<file path="src/rtl/gate_pkg.sv">
package gate_pkg;

    // State codes: the output decode depends on these values.
    typedef enum logic [1:0] {
        ST_SHUT     = 2'b00,
        ST_RISING   = 2'b01,
        ST_UP       = 2'b10,
        ST_LOWERING = 2'b11
    } gate_state_e;

    typedef struct packed {
        logic open_req;
        logic close_req;
        logic at_open;
        logic at_shut;
    } gate_in_t;

    typedef struct packed {
        logic drive_up;
        logic drive_down;
        logic lamp_up;
        logic lamp_shut;
    } gate_out_t;

    typedef struct packed {
        gate_state_e state;
    } fsm_regs_t;

    localparam int unsigned GATE_IN_W  = $bits(gate_in_t);
    localparam int unsigned GATE_OUT_W = $bits(gate_out_t);

endpackage

</file>
<file path="src/rtl/gate_sync.sv">
module gate_sync #(
    parameter int unsigned WIDTH  = 4,
    parameter int unsigned STAGES = 2
) (
    input  logic             clk,
    input  logic             rst,
    input  logic [WIDTH-1:0] async_i,
    output logic [WIDTH-1:0] sync_o
);
    localparam int unsigned LAST = STAGES - 1;

    logic [STAGES-1:0][WIDTH-1:0] stage_d;
    logic [STAGES-1:0][WIDTH-1:0] stage_q;

    assign stage_d[0] = async_i;

    generate
        for (genvar g = 1; g < STAGES; g++) begin : g_chain
            assign stage_d[g] = stage_q[g-1];
        end
    endgenerate

    always_ff @(posedge clk) begin
        if (rst) begin
            stage_q <= '0;
        end else begin
            stage_q <= stage_d;
        end
    end

    assign sync_o = stage_q[LAST];

endmodule

</file>
<file path="src/rtl/gate_fsm.sv">
module gate_fsm
    import gate_pkg::*;
(
    input  logic        clk,
    input  logic        rst,
    input  gate_in_t    in_i,
    output gate_state_e state_o
);
    fsm_regs_t r_d;
    fsm_regs_t r_q;

    always_comb begin
        r_d = r_q;
        unique case (r_q.state)
            ST_SHUT: begin
                if (in_i.open_req) r_d.state = ST_RISING;
            end
            ST_RISING: begin
                if (in_i.at_open) r_d.state = ST_UP;
            end
            ST_UP: begin
                if (in_i.close_req) r_d.state = ST_LOWERING;
            end
            ST_LOWERING: begin
                if (in_i.at_shut) r_d.state = ST_SHUT;
            end
            default: r_d.state = ST_SHUT;
        endcase
    end

    always_ff @(posedge clk) begin
        if (rst) begin
            r_q.state <= ST_SHUT;
        end else begin
            r_q <= r_d;
        end
    end

    assign state_o = r_q.state;

endmodule

</file>
<file path="src/rtl/gate_outdec.sv">
module gate_outdec
    import gate_pkg::*;
(
    input  gate_state_e state_i,
    output gate_out_t   out_o
);
    always_comb begin
        out_o = '0;
        unique case (state_i)
            ST_SHUT:     out_o.lamp_shut  = 1'b1;
            ST_RISING:   out_o.drive_up   = 1'b1;
            ST_UP:       out_o.lamp_up    = 1'b1;
            ST_LOWERING: out_o.drive_down = 1'b1;
            default:     out_o.lamp_shut  = 1'b1;
        endcase
    end

endmodule

</file>
<file path="src/rtl/gate_ctrl.sv">
module gate_ctrl
    import gate_pkg::*;
#(
    parameter int unsigned SYNC_STAGES = 2
) (
    input  logic clk,
    input  logic rst,
    input  logic open_req_i,
    input  logic close_req_i,
    input  logic lim_open_i,
    input  logic lim_closed_i,
    output logic motor_open_o,
    output logic motor_close_o,
    output logic ind_open_o,
    output logic ind_closed_o
);
    logic [GATE_IN_W-1:0] raw_in;
    logic [GATE_IN_W-1:0] sync_in;
    gate_in_t             clean_in;
    gate_state_e          state;
    gate_out_t            outs;

    assign raw_in = {open_req_i, close_req_i, lim_open_i, lim_closed_i};

    gate_sync #(
        .WIDTH  (GATE_IN_W),
        .STAGES (SYNC_STAGES)
    ) u_sync (
        .clk     (clk),
        .rst     (rst),
        .async_i (raw_in),
        .sync_o  (sync_in)
    );

    assign clean_in = gate_in_t'(sync_in);

    gate_fsm u_fsm (
        .clk     (clk),
        .rst     (rst),
        .in_i    (clean_in),
        .state_o (state)
    );

    gate_outdec u_dec (
        .state_i (state),
        .out_o   (outs)
    );

    assign motor_open_o  = outs.drive_up;
    assign motor_close_o = outs.drive_down;
    assign ind_open_o    = outs.lamp_up;
    assign ind_closed_o  = outs.lamp_shut;

endmodule

</file>
<file path="config.mk">
export PLATFORM = sky130hd
export DESIGN_NAME = gate_ctrl
export DESIGN_NICKNAME = d
export VERILOG_FILES = /design/src/rtl/gate_pkg.sv /design/src/rtl/gate_sync.sv /design/src/rtl/gate_fsm.sv /design/src/rtl/gate_outdec.sv /design/src/rtl/gate_ctrl.sv
export SDC_FILE = /design/constraint.sdc
export NUM_CORES = 1
export LEC_CHECK = 0
export BUFFER_PORTS_ARGS = -buffer_cell sky130_fd_sc_hd__buf_2
export CORE_AREA = 2 2 39 41
export DETAILED_ROUTE_END_ITERATION = 10
export DIE_AREA = 0 0 41 43
export MAX_ROUTING_LAYER = met4
export PLACE_DENSITY = 0.46
export REMOVE_ABC_BUFFERS = 1
export SLEW_MARGIN = 10
export SYNTH_ARGS = -nofsm -noshare
export SYNTH_HDL_FRONTEND = slang
export SYNTH_SLANG_ARGS = --single-unit
</file>
<file path="constraint.sdc">
create_clock -name clk -period 1.9 [get_ports clk]
set_clock_uncertainty 0.2 [all_clocks]
set_input_delay 0.57 -clock clk [delete_from_list [all_inputs] [get_ports clk]]
set_output_delay 0.57 -clock clk [all_outputs]
set_load 0.03 [all_outputs]
</file>
==> run_summary.xml <==
<?xml version="1.0" encoding="UTF-8"?>
<metrics>
  <group name="outcome">
    <metric name="result_of_the_run" unit="">completed</metric>
  </group>
  <group name="synthesis">
    <metric name="share_of_the_synthesized_area_in_compound_gates_ao_oa_aoi_oai" unit="">0.07143</metric>
    <metric name="ys_types" unit="">13</metric>
    <metric name="synthAdderAreaFrac" unit="">0.1242</metric>
    <metric name="synth_warnings" unit="">0</metric>
    <metric name="post_synth_instance_area" unit="µm²">402.9</metric>
    <metric name="muxShareOfSynthArea" unit="">0.02484</metric>
    <metric name="synth.largest_area_cell" unit="">dfxtp_1</metric>
    <metric name="yosysSeqAreaShare" unit="">0.4969</metric>
    <metric name="netlist_instances" unit="">36</metric>
    <metric name="area_fraction_of_the_dominant_cell_type_after_synthesis" unit="">0.4969</metric>
    <metric name="ff_latch_count_synth" unit="">10</metric>
    <metric name="cell_types_occupying_the_most_area_after_synthesis" unit="">dfxtp_1, ha_1, nor2b_1</metric>
    <metric name="synth_top_family_by_area" unit="">simple AND/OR/NAND/NOR gates</metric>
    <metric name="synthSimpleGateAreaFrac" unit="">0.2360</metric>
    <metric name="synthesis.area_per_instance" unit="µm²">11.19</metric>
    <metric name="synth_xor_area_frac" unit="">0</metric>
  </group>
  <group name="floorplan">
    <metric name="initial_utilization" unit="">0.2911</metric>
    <metric name="design.die.area" unit="mm²">0.001763</metric>
    <metric name="core_region" unit="mm²">0.001384</metric>
    <metric name="std_cell_rows" unit="">14</metric>
    <metric name="die_width" unit="µm">41</metric>
    <metric name="die_boundary_height" unit="µm">43</metric>
    <metric name="io_count" unit="">10</metric>
  </group>
  <group name="sta">
    <metric name="setup_slack" unit="ps">57.37</metric>
    <metric name="upper_clock_frequency_limit" unit="MHz">542.7</metric>
    <metric name="slew-limit-headroom" unit="">0.8622</metric>
    <metric name="max_slew.worst_pin.slew" unit="ps">206.7</metric>
    <metric name="finalSetupViolations" unit="">0</metric>
    <metric name="final-max-slew-violation-count" unit="">0</metric>
    <metric name="period_share" unit="">0.9698</metric>
    <metric name="layout_min_cycle_time" unit="ps">1843</metric>
    <metric name="finalHoldViolations" unit="">0</metric>
  </group>
  <group name="pwr">
    <metric name="switching_share" unit="">0.3209</metric>
    <metric name="leakagePower" unit="nW">0.2145</metric>
    <metric name="power_density" unit="mW/mm²">1148</metric>
    <metric name="combinationalPowerShare" unit="">0.346</metric>
    <metric name="p_int" unit="mW">0.3902</metric>
    <metric name="sequentialPowerShare" unit="">0.425</metric>
    <metric name="power_frac_clock" unit="">0.229</metric>
    <metric name="worst_ir_drop_vdd" unit="mV">0.3971</metric>
    <metric name="power.net_switching" unit="mW">0.1844</metric>
  </group>
  <group name="route">
    <metric name="drt_pre_antenna_iters" unit="">2</metric>
    <metric name="drc" unit="">0</metric>
    <metric name="routedWlPerCell" unit="µm">9.873</metric>
    <metric name="first_iter_violations" unit="">5</metric>
    <metric name="ant_nets" unit="">0</metric>
    <metric name="avgViaCountPerCell" unit="">4.206</metric>
    <metric name="drt_wl_total" unit="µm">622</metric>
    <metric name="routed-via-count" unit="">265</metric>
  </group>
  <group name="cells_and_area">
    <metric name="finish.net_count" unit="">59</metric>
    <metric name="finish.instance_area" unit="µm²">500.5</metric>
    <metric name="layout.cells.most_common_list" unit="">nor2b_1, dfxtp_1, buf_2</metric>
    <metric name="drive_gt1_frac" unit="">0.4255</metric>
    <metric name="area_of_the_multi_input_gates" unit="µm²">191.4</metric>
    <metric name="final-seq-area" unit="µm²">202.7</metric>
    <metric name="flow.area_growth_from_synthesis" unit="%">24.22</metric>
    <metric name="antenna_cells_inserted" unit="">0</metric>
    <metric name="n_fill_cell" unit="">148</metric>
  </group>
  <group name="worst_setup_path">
    <metric name="rr_startpoint" unit="">u_fsm.state_o[0]</metric>
    <metric name="timing.critical_path.arrival" unit="ps">1070</metric>
    <metric name="critical_path.startpoint_type" unit="">flip-flop</metric>
    <metric name="cp.required" unit="ps">1130</metric>
    <metric name="rrSetupSlack" unit="ps">530</metric>
    <metric name="crit_path_max_fanout" unit="">4</metric>
    <metric name="critical_path.endpoint_type" unit="">output port</metric>
    <metric name="cell_depth_of_the_worst_flop_to_flop_path" unit="">5</metric>
    <metric name="timing.setup.critical_path_class" unit="">reg -&gt; out</metric>
    <metric name="r2r-end" unit="">u_fsm.state_o[1]</metric>
  </group>
  <group name="global_routing">
    <metric name="grt_antenna_before_repair" unit="">0</metric>
    <metric name="first_pass_grt_wire_length" unit="mm">1.055</metric>
    <metric name="grt_usage" unit="">0.09928</metric>
    <metric name="grt_overflow" unit="">0</metric>
    <metric name="first_global_vias" unit="">262</metric>
    <metric name="grt_start_max_net_pins" unit="">12</metric>
  </group>
  <group name="clock_network">
    <metric name="cts_root_buffer" unit="">clkbuf_4</metric>
    <metric name="skew_pair_late_insertion_delay" unit="ps">250</metric>
    <metric name="cts.sinks" unit="">10</metric>
    <metric name="htreeDepth" unit="">1</metric>
    <metric name="cts_hold_buf" unit="">0</metric>
    <metric name="tritoncts.num_buffers" unit="">3</metric>
    <metric name="clkSlewWorstSetupHoldPaths" unit="ps">50</metric>
    <metric name="cts_tree" unit="">built</metric>
    <metric name="cts.path.max_buffers" unit="">2</metric>
  </group>
  <group name="hold_path">
    <metric name="startpoint_of_the_tightest_hold_check_path" unit="">u_sync.stage_d[6]</metric>
    <metric name="hold_end" unit="">u_sync.sync_o[2]</metric>
    <metric name="timing.hold.worst.class" unit="">reg -&gt; reg</metric>
    <metric name="holdPathStages" unit="">1</metric>
  </group>
  <group name="placed_design">
    <metric name="place.gp.congestion" unit="">0.5699</metric>
    <metric name="preCtsSetupSlack" unit="ps">228.4</metric>
    <metric name="dpl-instance-area" unit="µm²">460.4</metric>
    <metric name="buffer_ports.inserted" unit="">9</metric>
  </group>
  <group name="run">
    <metric name="max_cap_violations" unit="">0</metric>
  </group>
</metrics>
-- cell type report --
type | count | area share
Inverter | 3 | 0.02250
Tap cell | 16 | 0.04000
Clock buffer | 3 | 0.04500
Sequential cell | 10 | 0.4050
Timing Repair Buffer | 9 | 0.1050
Multi-Input combinational cell | 22 | 0.3825
-- power by group through the flow --
stage	Combinational (mW)	Sequential, mW	Clock, mW
detailed placement	0.183	0.247	0
global route	0.222	0.247	0.153
CTS	0.188	0.243	0.139
global placement	0.177	0.245	0
finish	0.199	0.244	0.131
floorplan	0.147	0.243	0
-- metal layers --
layer,part of all wire,wire (µm),global-route usage,up-vias
met5,0,0,-,-
met4,0,0,0.08000,0
met3,0.076,47,0.04712,0
met2,0.51,317,0.1469,10
met1,0.41,257,0.09150,119
li1,-,-,-,136
-- cells in the mapped netlist (all sizes together) --
cell	count
inv	3
buf	1
mux2i	1
nor2b	8
ha	4
a31o	1
o2111ai	1
a21oi	1
nor2	1
nand2b	5
dfxtp	10
-- critical path, stage by stage (launching register included) --
cell,delay [ps]
dfxtp_2,340
inv_1,90
ha_2,220
buf_4,170
-- registers in the layout (all words and copies together) (netlist names) --
name / count
u_sync.stage_d: 4
u_fsm.state_o: 2
u_sync.sync_o: 4
-- what timing repair did --
item / 4_1_cts / 5_1_grt
setup endpoints to repair: 2 / 3
pin swaps: 0 / 0
resized for setup: 2 / 8
buffers inserted: 0 / 0
endpoints found under the hold margin: 0 / 0
-- worst max path at each step --
stage / from / end / slack, ps / cells past startpoint
after global routing: u_fsm.state_o[1] / motor_open_o / -7 / 3
after CTS: u_fsm.state_o[0] / ind_closed_o / 10 / 3
final: u_fsm.state_o[1] / motor_open_o / 60 / 3
after floorplan: u_fsm.state_o[1] / motor_open_o / 370 / 2
after global placement: u_fsm.state_o[1] / motor_open_o / 290 / 3
after detailed placement: u_fsm.state_o[1] / motor_open_o / 230 / 3
-- through the flow --
step | utilization | setup TNS (ps) | hold WS (ps) | std cells | power, mW
2_1_floorplan | - | 0 | 213.8 | 35 | 0.3895
3_3_place_gp | 0.3327 | 0 | 219.6 | 60 | 0.4215
3_5_place_dp | 0.3327 | 0 | 232.8 | 60 | 0.4299
4_1_cts | 0.3517 | 0 | 244.6 | 63 | 0.5705
5_1_grt | 0.3617 | -6.745 | 255.3 | 63 | 0.6223
6_report | 0.3617 | 0 | 242.8 | 63 | 0.5746
-- cell families (layout without fill, tap and decap cells) --
family	Yosys count	count (layout)
fa+ha+maj	4	4
compound gates	3	3
simple gates	14	14
mux	1	1
buf+inv	4	15
flops	10	10
Power figures use the tool's default switching activity.
